===== config.mk =====
export PLATFORM = sky130hd
export DESIGN_NAME = uart_regbank
export DESIGN_NICKNAME = d
export VERILOG_FILES = /design/src/rtl/uart_regbank.sv
export SDC_FILE = /design/constraint.sdc
export NUM_CORES = 1
export LEC_CHECK = 0
export BUFFER_PORTS_ARGS = -buffer_cell sky130_fd_sc_hd__buf_2
export CORE_ASPECT_RATIO = 0.75
export CORE_MARGIN = 3
export CORE_UTILIZATION = 40
export CTS_CLUSTER_SIZE = 20
export DETAILED_ROUTE_END_ITERATION = 10
export GPL_TIMING_DRIVEN = 0
export PLACE_DENSITY = 0.67
export SLEW_MARGIN = 20
export SYNTH_ARGS = -nofsm -noshare
export SYNTH_HDL_FRONTEND = slang
export SYNTH_SLANG_ARGS = --single-unit

===== constraint.sdc =====
create_clock -name clk -period 1.7 [get_ports clk]
set_clock_uncertainty 0.05 [all_clocks]
set_input_delay 0.34 -clock clk [delete_from_list [all_inputs] [get_ports clk]]
set_output_delay 0.34 -clock clk [all_outputs]
set_load 0.05 [all_outputs]

===== src/rtl/uart_regbank.sv =====
module uart_regbank #(
  parameter int AW = 3,
  parameter int DW = 8
) (
  input  logic          clk,
  input  logic          rst_n,
  input  logic [AW-1:0] addr,
  input  logic          wr,
  input  logic          rd,
  input  logic [DW-1:0] wdata,
  output logic [DW-1:0] rdata,
  input  logic          rx_strobe,
  input  logic [DW-1:0] rx_byte,
  input  logic          rx_par_err,
  input  logic          rx_frm_err,
  input  logic          rx_brk,
  input  logic          tx_taken,
  input  logic          tx_shift_idle,
  input  logic          modem_int,
  output logic          thr_load,
  output logic [DW-1:0] thr_data,
  output logic [2*DW-1:0] divisor,
  output logic [DW-2:0] cfg_line,
  output logic          irq
);
  localparam logic [DW-1:0] ID_NONE = DW'(8'h01);
  localparam logic [DW-1:0] ID_LINE = DW'(8'h06);
  localparam logic [DW-1:0] ID_RXD  = DW'(8'h04);
  localparam logic [DW-1:0] ID_THE  = DW'(8'h02);
  localparam logic [DW-1:0] ID_MOD  = DW'(8'h00);

  logic [DW-1:0] rbr, lcr, dll, dlm;
  logic [3:0]    ier;
  logic          dr, oe, pe, fe, bi, thre, thri;
  logic [DW-1:0] iir, lsr;

  wire dlab   = lcr[DW-1];
  wire a_dat  = (addr == AW'(0));
  wire a_ier  = (addr == AW'(1));
  wire wr_thr = wr && a_dat && !dlab;
  wire wr_dll = wr && a_dat && dlab;
  wire wr_ier = wr && a_ier && !dlab;
  wire wr_dlm = wr && a_ier && dlab;
  wire wr_lcr = wr && (addr == AW'(3));
  wire rd_rbr = rd && a_dat && !dlab;
  wire rd_iir = rd && (addr == AW'(2));
  wire rd_lsr = rd && (addr == AW'(5));
  wire err_any = oe | pe | fe | bi;

  always_comb begin
    if (ier[2] && err_any)     iir = ID_LINE;
    else if (ier[0] && dr)     iir = ID_RXD;
    else if (ier[1] && thri)   iir = ID_THE;
    else if (ier[3] && modem_int) iir = ID_MOD;
    else                       iir = ID_NONE;
  end

  assign lsr = {1'b0, tx_shift_idle, thre, bi, fe, pe, oe, dr};

  always_comb begin
    case (addr)
      AW'(0):  rdata = dlab ? dll : rbr;
      AW'(1):  rdata = dlab ? dlm : {4'b0, ier};
      AW'(2):  rdata = iir;
      AW'(3):  rdata = lcr;
      AW'(5):  rdata = lsr;
      default: rdata = '0;
    endcase
  end

  always_ff @(posedge clk or negedge rst_n) begin
    if (!rst_n) begin
      lcr <= '0; dll <= '0; dlm <= '0; ier <= '0;
    end else begin
      if (wr_lcr) lcr <= wdata;
      if (wr_dll) dll <= wdata;
      if (wr_dlm) dlm <= wdata;
      if (wr_ier) ier <= wdata[3:0];
    end
  end

  always_ff @(posedge clk or negedge rst_n) begin
    if (!rst_n) begin
      rbr <= '0; dr <= 1'b0; oe <= 1'b0; pe <= 1'b0; fe <= 1'b0; bi <= 1'b0;
    end else begin
      if (rd_rbr) dr <= 1'b0;
      if (rd_lsr) begin
        oe <= 1'b0; pe <= 1'b0; fe <= 1'b0; bi <= 1'b0;
      end
      if (rx_strobe) begin
        rbr <= rx_byte;
        dr  <= 1'b1;
        if (dr && !rd_rbr) oe <= 1'b1;
        if (rx_par_err) pe <= 1'b1;
        if (rx_frm_err) fe <= 1'b1;
        if (rx_brk)     bi <= 1'b1;
      end
    end
  end

  always_ff @(posedge clk or negedge rst_n) begin
    if (!rst_n) begin
      thre <= 1'b1; thri <= 1'b0; thr_load <= 1'b0; thr_data <= '0;
    end else begin
      thr_load <= wr_thr;
      if (wr_thr) begin
        thr_data <= wdata;
        thre     <= 1'b0;
      end else if (tx_taken) begin
        thre <= 1'b1;
      end
      if (wr_thr || (rd_iir && iir == ID_THE)) thri <= 1'b0;
      if (tx_taken || (wr_ier && wdata[1] && !ier[1] && thre)) thri <= 1'b1;
    end
  end

  assign divisor  = {dlm, dll};
  assign cfg_line = lcr[DW-2:0];
  assign irq      = ~iir[0];
endmodule


==> run_results.csv <==
group,metric,value,unit
status,status,"finished, violations left",
status,failed_checks,"negative setup slack",
final_layout,finish.utilization,0.588,
place,placed_area,0.00306,mm2
critical_path,timing.rr.start,"lcr[7]",
final_layout,syn2layout_area_growth,39.1,%
pwr,ir_drop,0.691,mV
global_routing,grt_pass1_wl,10400,um
synthesis,yosys-top-cells-area,"dfrtp_1, mux2_2, mux2_4",
clock_tree,cts-root-buf,"clkbuf_8",
final_layout,design_area,0.00348,mm2
global_routing,grt_overflow,0,
timing,slew_headroom,0.551,
job,cap_violations,0,
floorplan,start_util,0.423,
global_routing,grt_usage,0.188,
critical_path,critPathKind,"register to primary output",
final_layout,drive_gt1_frac,0.664,
clock_tree,cts_tree,"done",
timing,hold_violations,0,
synthesis,yosysTopAreaCell,"dfrtp_1",
synthesis,yosysWarnings,0,
timing,fmax,460,MHz
clock_tree,cts_max_level,2,
timing,totalNegativeSetupSlack,-3.91,ns
synthesis,synth_area_per_cell,13.2,um2
critical_path,rr_endpoint,"ier[2]",
synthesis,synth_nets,220,
clock_tree,worstSkewPairLatency,0.31,ns
critical_path,max_stage_delay,0.38,ns
clock_tree,clkSinkCount,52,
place,place.gp.congestion,0.901,
detailed_routing,dr.pass1.iters,6,
critical_path,crit_path_start_kind,"register",
floorplan,rows,24,
critical_path,ff2ff_setup_slack,-0.10,ns
clock_tree,clockBufferDepth,2,
synthesis,syn_area,0.00250,mm2
critical_path,path_buf_inv,2,
global_routing,antenna_found_initial,0,
detailed_routing,drt_iter0_drc,129,
critical_path,cp_slowest_cell,"dfrtp_1",
pwr,power_leakage,1.59,nW
critical_path,cp_max_fo,6,
clock_tree,clk_pin_slew,0.09,ns
detailed_routing,num_vias,1887,
synthesis,ys_seq_elements,52,
floorplan,core_area,0.00592,mm2
critical_path,endpoint_kind,"primary output",
clock_tree,cts_buffers,5,
detailed_routing,ant_nets,0,
pwr,power-per-cell-area,1360,mW/mm2
place,dpl.hpwl,4520,um
timing,rsz0062_at_grt,"yes",
critical_path,reg2regPathDepth,7,
critical_path,cp.arrival,1.78,ns
synthesis,async_reset_ff_frac,1.00,
final_layout,nNetsFinal,309,
pwr,total_power,0.00472,W
floorplan,ios,71,
detailed_routing,drt_wl_total,6560,um
synthesis,ys.flop_type,"dfrtp_1",
floorplan,die_area,0.00724,mm2
critical_path,crit_top_cell,"buf_6",
floorplan,fp.dieW,97.3,um
detailed_routing,detail_route.wl_per_cell,18.3,um
critical_path,worstPathRequired,1.31,ns
global_routing,grt_max_degree,53,
synthesis,synth_edf_count,0,
critical_path,path_delay_family,"compound AO/OA/AOI/OAI gates",
timing,finalCriticalPeriod,2.17,ns
hold_path,hold_path.class,"input pin to async pin",
timing,drv_slew,0,
final_layout,num-fill-cells,498,
synthesis,synth.distinct_cells,40,
timing,finalSetupViolations,21,
final_layout,diodes,0,
synthesis,syn_inst,190,
timing,finalCritPeriodShare,1.28,
clock_tree,holdBufCountCts,0,
place,port_buffers,70,
detailed_routing,via_per_inst,5.27,
synthesis,synth_top_cell_area_share,0.511,
detailed_routing,drc,0,
timing,layout_setup_ws,-0.472,ns
global_routing,grt_pass1_vias,1878,
floorplan,die_h,74.5,um
synthesis,yosysSeqAreaShare,0.521,
critical_path,cp_cell_sequence,"buf_6 -> or3b_4 -> a21o_1 -> a211oi_4 -> buf_6",
timing,tightest_slew,0.673,ns
synthesized netlist by cell type, drive strengths merged, types with 2 or more instances:
| cell | count |
|---|---|
| nor3 | 3 |
| o211ai | 4 |
| inv | 2 |
| o221ai | 5 |
| mux2 | 51 |
| or3b | 2 |
| nor2 | 2 |
| nand2 | 9 |
| dfrtp | 51 |
| buf | 14 |
| a22o | 3 |
| nand3 | 2 |
| clkbuf | 3 |
| nand2b | 5 |
| or3 | 2 |
| o21ai | 2 |
| mux2i | 5 |
| a21o | 2 |
| a22oi | 6 |
| nand3b | 3 |
worst max-delay path by stage:
stage / start / end / cells past startpoint
global route: lcr[7] / rdata[7] / 5
floorplan: addr[2] / rdata[1] / 3
CTS: lcr[7] / rdata[0] / 6
global placement: addr[2] / rdata[0] / 6
finish: lcr[7] / rdata[7] / 5
detailed placement: addr[2] / rdata[1] / 7
layout by cell type, fill, tap and decap left out, drive strengths merged, types with 3 or more instances in the layout:
master / instances
dfrtp: 51
buf: 97
nand3b: 3
clkbuf: 9
mux2i: 5
nand2b: 5
o211ai: 4
a22o: 3
o221ai: 5
mux2: 51
nor3: 3
nand2: 9
a22oi: 6
cell type report:
class | instances | area, um2 | area share
clock inverter | 1 | 30.0 | 0.00864
inverter | 2 | 7.51 | 0.00216
multi-input combinational | 119 | 1310 | 0.377
timing repair buffer | 82 | 507 | 0.146
sequential | 52 | 1310 | 0.375
buffer | 17 | 144 | 0.0414
tap | 78 | 97.6 | 0.0281
clock buffer | 7 | 76.3 | 0.0220
per-layer routing:
layer,vias up,share of wire,global-route usage
met3,9,0.064,0.0431
li1,877,-,-
met5,-,0,0
met1,931,0.48,0.273
met4,0,0.011,0.0507
met2,70,0.44,0.287
state kept, by name (all words and copies together) (netlist names):
name and cells:
dll 8, dlm 8, lcr 8, rbr 8
thr_data 8, ier 4, bi 1, dr 1
fe 1, oe 1, pe 1, thr_load 1
thre 1, thri 1
metrics by stage:
stage | worst slack (ns) | instances | hold slack [ns]
finish | -0.472 | 358 | 0.0102
global route | -0.537 | 358 | 0.0564
CTS | -0.495 | 354 | 0.0267
detailed placement | -0.472 | 338 | 0.370
global placement | -0.479 | 338 | 0.441
floorplan | -0.366 | 190 | -0.00559
kinds of logic after synthesis:
| logic type | after synthesis | synth area share |
|---|---|---|
| simple gates | 33 | 0.0781 |
| mux | 56 | 0.262 |
| compound gates | 30 | 0.0951 |
| buf+inv | 19 | 0.0440 |
| flops | 52 | 0.521 |
timing repair:
action	in CTS	in global routing
setup buffers	8	4
endpoints found under the setup margin	33	29
pin swaps	4	12
resized for setup	32	26
power by group:
group / internal [W] / total, W / leakage [nW] / switching [W]
clock: 0.000441 / 0.000837 / 0.0524 / 0.000396
sequential: 0.00150 / 0.00172 / 0.613 / 0.000219
combinational: 0.000808 / 0.00216 / 0.927 / 0.00135
total: 0.00275 / 0.00472 / 1.59 / 0.00197
Note: power is estimated with default switching activity, not from simulation.
